[src/rtl/chan_ctl_pkg.sv]
package chan_ctl_pkg;
  localparam int PTR_W = 40;
  localparam int LO_W  = 32;
  localparam int HI_W  = PTR_W - LO_W;

  localparam int RS_PUT_LO  = 0;
  localparam int RS_GET_LO  = 1;
  localparam int RS_REF     = 2;
  localparam int RS_PUT_HI  = 3;
  localparam int RS_CUR_GET = 4;
  localparam int RS_MGET_LO = 5;
  localparam int RS_MGET_HI = 6;
  localparam int RS_GET_HI  = 7;
  localparam int RS_RGET    = 8;
  localparam int RS_RPUT    = 9;
  localparam int N_REGS     = 10;

  function automatic logic [7:0] reg_offset(input int idx);
    case (idx)
      RS_PUT_LO:  return 8'h40;
      RS_GET_LO:  return 8'h44;
      RS_REF:     return 8'h48;
      RS_PUT_HI:  return 8'h4C;
      RS_CUR_GET: return 8'h54;
      RS_MGET_LO: return 8'h58;
      RS_MGET_HI: return 8'h5C;
      RS_GET_HI:  return 8'h60;
      RS_RGET:    return 8'h88;
      default:    return 8'h8C;
    endcase
  endfunction
endpackage

[src/rtl/chan_ctl_decode.sv]
module chan_ctl_decode
  import chan_ctl_pkg::*;
#(
  parameter int ADDR_W = 12
) (
  input  logic [ADDR_W-1:0] addr_i,
  output logic [N_REGS-1:0] sel_o
);
  for (genvar gi = 0; gi < N_REGS; gi++) begin : g_sel
    assign sel_o[gi] = (addr_i == ADDR_W'(reg_offset(gi)));
  end

  always_comb begin
    AST_SEL_ONEHOT: assert ($onehot0(sel_o));
  end
endmodule

[src/rtl/chan_ctl_hi_shadow.sv]
module chan_ctl_hi_shadow #(
  parameter int W = 8
) (
  input  logic         clk_i,
  input  logic         rst_ni,
  input  logic         cap_i,
  input  logic [W-1:0] d_i,
  output logic [W-1:0] q_o
);
  always_ff @(posedge clk_i or negedge rst_ni) begin
    if (!rst_ni)    q_o <= '0;
    else if (cap_i) q_o <= d_i;
  end

  AST_SHADOW_CAPTURE: assert property (@(posedge clk_i) disable iff (!rst_ni)
    cap_i |=> q_o == $past(d_i));
  AST_SHADOW_HOLD: assert property (@(posedge clk_i) disable iff (!rst_ni)
    !cap_i |=> $stable(q_o));
endmodule

[src/rtl/chan_ctl_put_reg.sv]
module chan_ctl_put_reg
  import chan_ctl_pkg::*;
(
  input  logic             clk_i,
  input  logic             rst_ni,
  input  logic             hi_we_i,
  input  logic             lo_we_i,
  input  logic [LO_W-1:0]  wdata_i,
  input  logic             load_i,
  input  logic [PTR_W-1:0] load_val_i,
  output logic [PTR_W-1:0] put_o
);
  logic [HI_W-1:0] ws_q;

  always_ff @(posedge clk_i or negedge rst_ni) begin
    if (!rst_ni)      ws_q <= '0;
    else if (hi_we_i) ws_q <= wdata_i[HI_W-1:0];
  end

  // engine load wins over a software commit
  always_ff @(posedge clk_i or negedge rst_ni) begin
    if (!rst_ni)      put_o <= '0;
    else if (load_i)  put_o <= load_val_i;
    else if (lo_we_i) put_o <= {ws_q, wdata_i};
  end

  AST_PUT_COMMIT: assert property (@(posedge clk_i) disable iff (!rst_ni)
    lo_we_i && !load_i |=> put_o == {$past(ws_q), $past(wdata_i)});
  AST_PUT_LOAD: assert property (@(posedge clk_i) disable iff (!rst_ni)
    load_i |=> put_o == $past(load_val_i));
  AST_PUT_IDLE: assert property (@(posedge clk_i) disable iff (!rst_ni)
    !load_i && !lo_we_i |=> $stable(put_o));
endmodule

[src/rtl/chan_ctl_regs.sv]
module chan_ctl_regs
  import chan_ctl_pkg::*;
#(
  parameter int ADDR_W = 12,
  parameter int IDX_W  = 8
) (
  input  logic              clk_i,
  input  logic              rst_ni,
  input  logic              ring_mode_i,
  input  logic              req_valid_i,
  input  logic              req_write_i,
  input  logic [ADDR_W-1:0] req_addr_i,
  input  logic [31:0]       req_wdata_i,
  output logic [31:0]       rsp_rdata_o,
  input  logic [39:0]       get_i,
  input  logic [39:0]       mget_i,
  input  logic              mget_valid_i,
  input  logic [31:0]       ref_i,
  input  logic              subr_active_i,
  input  logic [31:0]       subr_ret_i,
  input  logic [IDX_W-1:0]  ring_get_i,
  input  logic              put_load_i,
  input  logic [39:0]       put_load_val_i,
  output logic [39:0]       put_o,
  output logic [IDX_W-1:0]  ring_put_o
);
  localparam int MS_W = HI_W + 1;

  logic [N_REGS-1:0] sel;
  logic              rd, wr, put_wr_ok;
  logic [HI_W-1:0]   put_rs, get_rs;
  logic [MS_W-1:0]   mget_rs;
  logic [31:0]       reg_val [N_REGS];
  logic [31:0]       rd_val;

  assign rd        = req_valid_i & ~req_write_i;
  assign wr        = req_valid_i & req_write_i;
  assign put_wr_ok = wr & ~ring_mode_i;

  chan_ctl_decode #(.ADDR_W(ADDR_W)) u_dec (.addr_i(req_addr_i), .sel_o(sel));

  chan_ctl_hi_shadow #(.W(HI_W)) u_put_rs (
    .clk_i, .rst_ni, .cap_i(rd & sel[RS_PUT_LO]),
    .d_i(put_o[PTR_W-1:LO_W]), .q_o(put_rs));
  chan_ctl_hi_shadow #(.W(HI_W)) u_get_rs (
    .clk_i, .rst_ni, .cap_i(rd & sel[RS_GET_LO]),
    .d_i(get_i[PTR_W-1:LO_W]), .q_o(get_rs));
  chan_ctl_hi_shadow #(.W(MS_W)) u_mget_rs (
    .clk_i, .rst_ni, .cap_i(rd & sel[RS_MGET_LO]),
    .d_i({mget_valid_i, mget_i[PTR_W-1:LO_W]}), .q_o(mget_rs));

  chan_ctl_put_reg u_put (
    .clk_i, .rst_ni,
    .hi_we_i(put_wr_ok & sel[RS_PUT_HI]),
    .lo_we_i(put_wr_ok & sel[RS_PUT_LO]),
    .wdata_i(req_wdata_i),
    .load_i(put_load_i),
    .load_val_i(put_load_val_i),
    .put_o(put_o));

  always_ff @(posedge clk_i or negedge rst_ni) begin
    if (!rst_ni)                                 ring_put_o <= '0;
    else if (wr & sel[RS_RPUT] & ring_mode_i)    ring_put_o <= req_wdata_i[IDX_W-1:0];
  end

  assign reg_val[RS_PUT_LO]  = put_o[LO_W-1:0];
  assign reg_val[RS_GET_LO]  = get_i[LO_W-1:0];
  assign reg_val[RS_REF]     = ref_i;
  assign reg_val[RS_PUT_HI]  = 32'(put_rs);
  assign reg_val[RS_CUR_GET] = subr_active_i ? subr_ret_i : get_i[LO_W-1:0];
  assign reg_val[RS_MGET_LO] = mget_i[LO_W-1:0];
  assign reg_val[RS_MGET_HI] = 32'(mget_rs);
  assign reg_val[RS_GET_HI]  = 32'(get_rs);
  assign reg_val[RS_RGET]    = 32'(ring_get_i);
  assign reg_val[RS_RPUT]    = 32'(ring_put_o);

  always_comb begin
    rd_val = '0;
    for (int i = 0; i < N_REGS; i++) begin
      if (sel[i]) rd_val |= reg_val[i];
    end
  end

  always_ff @(posedge clk_i or negedge rst_ni) begin
    if (!rst_ni)  rsp_rdata_o <= '0;
    else if (rd)  rsp_rdata_o <= rd_val;
  end

  AST_PUT_LOCKED: assert property (@(posedge clk_i) disable iff (!rst_ni)
    ring_mode_i && wr && (sel[RS_PUT_LO] || sel[RS_PUT_HI]) && !put_load_i
    |=> $stable(put_o));
  AST_RING_PUT_HOLD: assert property (@(posedge clk_i) disable iff (!rst_ni)
    !ring_mode_i && wr |=> $stable(ring_put_o));
  AST_CUR_GET_SUBR: assert property (@(posedge clk_i) disable iff (!rst_ni)
    rd && sel[RS_CUR_GET] && subr_active_i |=> rsp_rdata_o == $past(subr_ret_i));
  AST_UNMAPPED_ZERO: assert property (@(posedge clk_i) disable iff (!rst_ni)
    rd && sel == '0 |=> rsp_rdata_o == 32'd0);
endmodule

[config.mk]
export PLATFORM = sky130hd
export DESIGN_NAME = chan_ctl_regs
export DESIGN_NICKNAME = d
export VERILOG_FILES = /design/src/rtl/chan_ctl_pkg.sv /design/src/rtl/chan_ctl_decode.sv /design/src/rtl/chan_ctl_hi_shadow.sv /design/src/rtl/chan_ctl_put_reg.sv /design/src/rtl/chan_ctl_regs.sv
export SDC_FILE = /design/constraint.sdc
export NUM_CORES = 1
export LEC_CHECK = 0
export BUFFER_PORTS_ARGS = -buffer_cell sky130_fd_sc_hd__buf_2
export CAP_MARGIN = 10
export CORE_MARGIN = 10
export CORE_UTILIZATION = 49
export DETAILED_ROUTE_END_ITERATION = 8
export PLACE_DENSITY = 0.86
export SYNTH_ARGS = -nofsm -noshare
export SYNTH_HDL_FRONTEND = slang
export SYNTH_SLANG_ARGS = --single-unit
[constraint.sdc]
create_clock -name clk_i -period 3.91 [get_ports clk_i]
set_input_delay 0.782 -clock clk_i [delete_from_list [all_inputs] [get_ports clk_i]]
set_output_delay 0.782 -clock clk_i [all_outputs]
set_load 0.03 [all_outputs]
==> flow_summary.yaml, run 1 <==
clock_network:
  cts-resized-gates: 0
  tritoncts_num_sinks: 113
  cts_setup_buffers: 0
  insertion_delay_ps: 410
  cts_tree: "done"
  cts_hold_buf: 0
  cts_root_buffer: "clkbuf_16"
  clkTransAtPathRegs_ps: 60
  htreeDepth: 4
  ctsLongestPathBuffers: 2
  numCtsBuffers: 17
die:
  ios: 324
  die_h_um: 131
  fp.coreArea_um2: 12000
  die_area_um2: 17200
  initial_core_util_pct: 50.2
  fp.dieW_um: 131
  rows: 40
worst_setup_path:
  start_kind: "input port"
  ff2ff_path_depth: 4
  r2r_start: "ring_put_o[7]"
  end_kind: "flop"
  cp_max_fo: 23
  worstPathRequired_ps: 4220
  reg2reg_slack_ps: 2180
  critPathKind: "in -> reg"
  crit_arrival_ps: 3080
  reg2reg_to: "rsp_rdata_o[7]"
detailed_routing:
  vias: 6408
  drtIter0Drc: 757
  vias_per_cell: 6.11
  routedWlPerCell_um: 24.7
  wl_um: 25900
  drtPass1Iterations: 7
  drcViolationCount: 0
  antenna_left: 0
pwr:
  p_switching_mw: 1.03
  clockPowerShare_pct: 45.8
  comb_power_share_pct: 17.5
  power_density_nw_per_um2: 430
  p_int_mw: 2.56
  switching_share_pct: 28.7
  power_mw: 3.59
  ir_drop_v: 0.000338
  sequentialPowerShare_pct: 36.7
  p_leak_nw: 4.21
timing:
  tightest_slew_ps: 997
  fmax_mhz: 361
  setup_viol: 0
  finClkSkew_ps: 8.33
  drv_slew: 0
  hold_viol: 0
  rsz0062_at_grt: "no"
  fin_tns_setup_ps: 0
  period_needed_ps: 2770
  max_slew_margin_pct: 31.8
  min_period_over_period_pct: 70.8
synth:
  synth_nets: 823
  synth-async-reset-ratio_pct: 100
  avgSynthCellArea_um2: 10.4
  ys_warn_count: 0
  synth_top_area_share_pct: 46.9
  synthDistinctLibCells: 52
  synth_edf_count: 0
  ys_top_cells_by_area: "dfrtp_1, mux2i_1, mux2_1"
  synth_area_um2: 6030
  synth-seq-cells: 113
  synthCells: 579
  synth_seq_area_share_pct: 46.9
  yosys.area.top_type: "dfrtp_1"
  ys_dominant_reg_cell: "dfrtp_1"
layout:
  fillCellCount: 940
  finalNetCount: 1131
  syn_to_final_growth_pct: 38.6
  drive_gt1_share_pct: 44.3
  seq_area_um2: 2830
  multi_input_area_um2: 2980
worst_hold_path:
  hold_class: "in -> async"
place:
  portBuffers: 323
  hpwl_um: 20000
  gp_congestion: 0.970
global_route:
  grt_max_degree: 60
  overflow: 0
  grt_pass1_wl_um: 37700
  track_usage_pct: 29.0
  antenna_found_initial: 2
  grt_pass1_vias: 6520
status:
  status: "completed"
run:
  drv_cap: 0
==> critical path, stage by stage <==
cell	delay, ps
buf_2	380
nor4b_4	530
and4_1	740
buf_4	290
a22oi_1	100
a31oi_1	240
==> metal layers <==
| layer | routed length, um | track usage [%] |
|---|---|---|
| met1 | 9770 | 36.1 |
| met2 | 13100 | 48.5 |
| met3 | 2430 | 7.01 |
| met4 | 634 | 9.42 |
| met5 | 0 | 0 |
==> cell families after synthesis <==
family	synth area share, %
mux	16.4
flops	46.9
simple gates	13.9
buf+inv	4.04
compound gates	18.8
==> final cells by class <==
| cell class | instances | area share [%] |
|---|---|---|
| Timing Repair Buffer | 337 | 20.8 |
| Tap cell | 147 | 2.20 |
| Multi-Input combinational cell | 418 | 35.6 |
| Sequential cell | 113 | 33.8 |
| Clock inverter | 12 | 2.18 |
| Clock buffer | 20 | 5.34 |
| Antenna cell | 2 | 0.0598 |
==> cells in the final DEF, fill, tap and decap left out, types with 3 or more instances in the layout <==
cell type	instances
mux2_1	32
and3_1	4
clkbuf_16	17
bufinv_16	4
a211oi_1	3
clkinv_4	3
buf_4	14
and4_1	3
and2_1	3
nand2_1	68
dfrtp_1	113
a21oi_1	18
nand4_1	4
nand3_1	8
mux2_2	15
o21ai_0	48
buf_2	322
nor2b_1	3
a222oi_1	13
clkinvlp_4	3
a221oi_1	27
a31oi_1	21
a22oi_1	24
nor2_1	40
mux2i_1	46
==> cells in the mapped netlist (all sizes together) (3+ instances only) <==
master / count
nor2: 42
mux2i: 46
mux2: 47
nor4: 3
nor4b: 4
a21oi: 19
and2: 3
nand3: 9
a221oi: 27
o21ai: 48
a31oi: 21
nor2b: 4
buf: 24
and4: 3
dfrtp: 113
a211oi: 3
nand4: 5
a22oi: 24
clkbuf: 24
a222oi: 13
nand2: 69
and3: 4
==> power by group through the flow <==
stage | logic, mW | registers (mW) | clock network (mW)
finish | 0.628 | 1.32 | 1.65
global placement | 0.615 | 1.33 | 0
CTS | 0.627 | 1.32 | 1.66
floorplan | 0.162 | 1.48 | 0
global route | 0.672 | 1.33 | 1.72
detailed placement | 0.625 | 1.33 | 0
==> sequential cells by signal, indices dropped and copies added, names as in the netlist <==
signal,flops
u_put_rs.q_o,8
u_mget_rs.q_o,9
rsp_rdata_o,32
u_get_rs.q_o,8
ring_put_o,8
u_put.ws_q,8
u_put.put_o,40
==> worst max path at each step <==
stage	from	to	slack, ps	depth (start not counted)
floorplan	req_addr_i[5]	ring_put_o[0]	1520	7
global placement	req_addr_i[2]	rsp_rdata_o[20]	900	6
detailed placement	req_addr_i[2]	rsp_rdata_o[20]	800	6
CTS	req_addr_i[2]	rsp_rdata_o[22]	1200	6
global route	req_addr_i[2]	rsp_rdata_o[22]	1040	6
finish	req_addr_i[2]	rsp_rdata_o[22]	1140	6
==> metrics by stage <==
stage | area (um2) | util [%] | hold slack (ps) | instances | setup slack (ps)
floorplan | 6030 | - | 457 | 579 | 1520
global placement | 7730 | 64.3 | 467 | 1015 | 895
detailed placement | 7730 | 64.3 | 474 | 1015 | 802
CTS | 8360 | 69.6 | 471 | 1047 | 1200
global route | 8360 | 69.6 | 496 | 1049 | 1040
finish | 8360 | 69.6 | 446 | 1049 | 1140
Power figures use the tool's default switching activity.
==> run 2: changes to the inputs <==
--- a/config.mk
+++ b/config.mk
@@ -5,12 +5,13 @@
 export SDC_FILE = /design/constraint.sdc
 export NUM_CORES = 1
 export LEC_CHECK = 0
+export ABC_AREA = 1
 export BUFFER_PORTS_ARGS = -buffer_cell sky130_fd_sc_hd__buf_2
 export CAP_MARGIN = 10
 export CORE_MARGIN = 10
-export CORE_UTILIZATION = 49
+export CORE_UTILIZATION = 43
 export DETAILED_ROUTE_END_ITERATION = 8
-export PLACE_DENSITY = 0.86
+export PLACE_DENSITY = 0.78
 export SYNTH_ARGS = -nofsm -noshare
 export SYNTH_HDL_FRONTEND = slang
 export SYNTH_SLANG_ARGS = --single-unit
==> constraint.sdc (replaced) <==
create_clock -name clk_i -period 2.24 [get_ports clk_i]
set_input_delay 0.448 -clock clk_i [delete_from_list [all_inputs] [get_ports clk_i]]
set_output_delay 0.448 -clock clk_i [all_outputs]
set_load 0.03 [all_outputs]
==> run 2 against run 1 <==
Total power grew 75%. Final area increased by 12%. Highest routed layer unchanged. Non-clock buffer count up 13. Synthesized cell count is 66% higher. Critical path type is now reg -> out. Critical path depth is 5 lower. Largest cell class unchanged. Die area rose by 25%. Worst hold slack got worse by 400 ps. Critical endpoint is now put_o[5]. Count of clock-buffer cells in the layout is 3 lower. Final cell count is 44% higher.
==> flow_summary.yaml, run 2 <==
synth:
  synthCells: 964
  synth-seq-cells: 113
  yosys.area_share.simple_pct: 34.9
  yosys.area.top_type: "dfrtp_1"
  synth-xor-area-share_pct: 0
  synth_top_area_share_pct: 41.3
  synth_edf_count: 0
  synth_compound_area_share_pct: 7.87
  avgSynthCellArea_um2: 7.10
  synth_seq_area_share_pct: 41.3
  ys_top_cells_by_count: "nand2_1, nor2_1, dfrtp_1"
  ys_dominant_reg_cell: "dfrtp_1"
  yosys.area_share.adder_pct: 0
  ys_top_cells_by_area: "dfrtp_1, nand2_1, nor2_1"
  synth_top_family_by_area: "simple AND/OR/NAND/NOR gates"
  synthDistinctLibCells: 29
  ys_warn_count: 0
  synth.most_common_cell: "nand2_1"
  synth-async-reset-ratio_pct: 100
  synth_nets: 1208
  muxShareOfSynthArea_pct: 8.49
  synth_area_um2: 6850
timing:
  tightest_slew_ps: 711
  hold_viol: 0
  fmax_mhz: 644
  setup_viol: 0
  fin_tns_setup_ps: 0
  finClkSkew_ps: 6.16
  drv_slew: 0
  rsz0062_at_grt: "no"
  min_period_over_period_pct: 69.3
  max_slew_margin_pct: 52.6
  period_needed_ps: 1550
die:
  fp.coreArea_um2: 15800
  die_h_um: 146
  die_area_um2: 21400
  ios: 324
  rows: 46
  initial_core_util_pct: 43.4
  fp.dieW_um: 146
global_route:
  grt_pass1_vias: 7592
  overflow: 0
  antenna_found_initial: 2
  grt_max_degree: 114
  grt_pass1_wl_um: 42400
  track_usage_pct: 25.0
clock_network:
  cts_tree: "done"
  clkTransAtPathRegs_ps: 60
  tritoncts_num_sinks: 113
  cts-resized-gates: 0
  cts_hold_buf: 0
  cts_root_buffer: "clkbuf_16"
  insertion_delay_ps: 410
  ctsLongestPathBuffers: 2
  numCtsBuffers: 17
  cts_setup_buffers: 0
  htreeDepth: 4
worst_setup_path:
  critPathKind: "reg -> out"
  cp_num_cells: 1
  cp_max_fo: 3
  crit_arrival_ps: 1100
  path_cells: "buf_2"
  crit_slowest_cell: "dfrtp_1"
  end_kind: "primary output"
  worstPathRequired_ps: 1790
  ff2ff_path_depth: 6
  start_kind: "flop"
  critPathMaxStageDelay_ps: 450
  cp_num_buf_inv: 1
  crit_family: "flip-flops"
pwr:
  ir_drop_v: 0.000499
  p_switching_mw: 1.91
  power_density_nw_per_um2: 671
  comb_power_share_pct: 19.2
  switching_share_pct: 30.4
  p_leak_nw: 5.16
  clockPowerShare_pct: 44.5
  power_mw: 6.28
  sequentialPowerShare_pct: 36.3
  p_int_mw: 4.37
layout:
  reg_top3: "u_put.put_o: 40 flops, rsp_rdata_o: 32 flops, u_mget_rs.q_o: 9 flops"
  syn_to_final_growth_pct: 36.6
  final_common_cell: "nand2_1"
  design_area_um2: 9360
  top_register: "u_put.put_o"
  finalNetCount: 1528
  drive_gt1_share_pct: 34.3
  largest_register_ffs: 40
  final_cell_mix: "nand2_1, buf_2, nor2_1, dfrtp_1, nand3_1"
place:
  gp_congestion: 0.982
  dpl_cell_area_um2: 8740
  portBuffers: 323
  hpwl_um: 22100
detailed_routing:
  drtIter0Drc: 705
  drtPass1Iterations: 8
  vias: 7752
  vias_per_cell: 5.12
  antenna_left: 0
  drcViolationCount: 0
  routedWlPerCell_um: 18.5
  wl_um: 28000
worst_hold_path:
  hold_class: "in -> async"
run:
  drv_cap: 0
status:
  status: "completed"
==> run 2: path summary, 6_finish.rpt <==
kind	from	end	slack, ps
worst min register to register	u_put.ws_q[5]	u_put.ws_q[5]	490
worst max register to register	ring_put_o[7]	rsp_rdata_o[7]	1030
max in group asynchronous	rst_ni	u_put.put_o[31]	1590
min in group clk_i	get_i[34]	u_get_rs.q_o[2]	240
worst min-delay path	rst_ni	rsp_rdata_o[22]	50
worst max-delay path	u_put.put_o[5]	put_o[5]	690
==> run 2: metal layers <==
layer  part of all wire, %  global-route usage, %
met3                   9.5                   7.05
met4                   2.6                   8.81
met5                     0                      0
met2                    48                   41.7
met1                    40                   30.2
==> run 2: cell families after synthesis <==
| kind of cell | Yosys count |
|---|---|
| and+or+nand+nor | 575 |
| buffers and inverters | 117 |
| muxes | 52 |
| AOI/OAI and AO/OA | 107 |
| DFF | 113 |
==> run 2: power groups by stage <==
stage | combinational (mW) | sequential [mW] | clock, mW
CTS | 1.21 | 2.28 | 2.82
detailed placement | 1.21 | 2.32 | 0
floorplan | 0.361 | 2.58 | 0
global placement | 1.20 | 2.31 | 0
global route | 1.31 | 2.30 | 2.93
finish | 1.21 | 2.28 | 2.79
==> run 2: per-stage QoR <==
stage / setup WS (ps) / instances / util, % / hold slack (ps)
after floorplan: 632 / 964 / - / 152
after global placement: 369 / 1481 / 55.4 / 468
after detailed placement: 313 / 1481 / 55.4 / 475
after CTS: 662 / 1513 / 59.3 / 144
after global routing: 526 / 1513 / 59.3 / 160
final: 687 / 1515 / 59.3 / 48.2
==> run 2: cell type report <==
type | count | area, um2
Fill cell | 1538 | 6410
Multi-Input combinational cell | 734 | 3520
Sequential cell | 113 | 2830
Timing Repair Buffer | 350 | 1870
Clock buffer | 17 | 425
Tap cell | 216 | 270
Inverter | 68 | 255
Clock inverter | 15 | 185
Antenna cell | 2 | 5.00
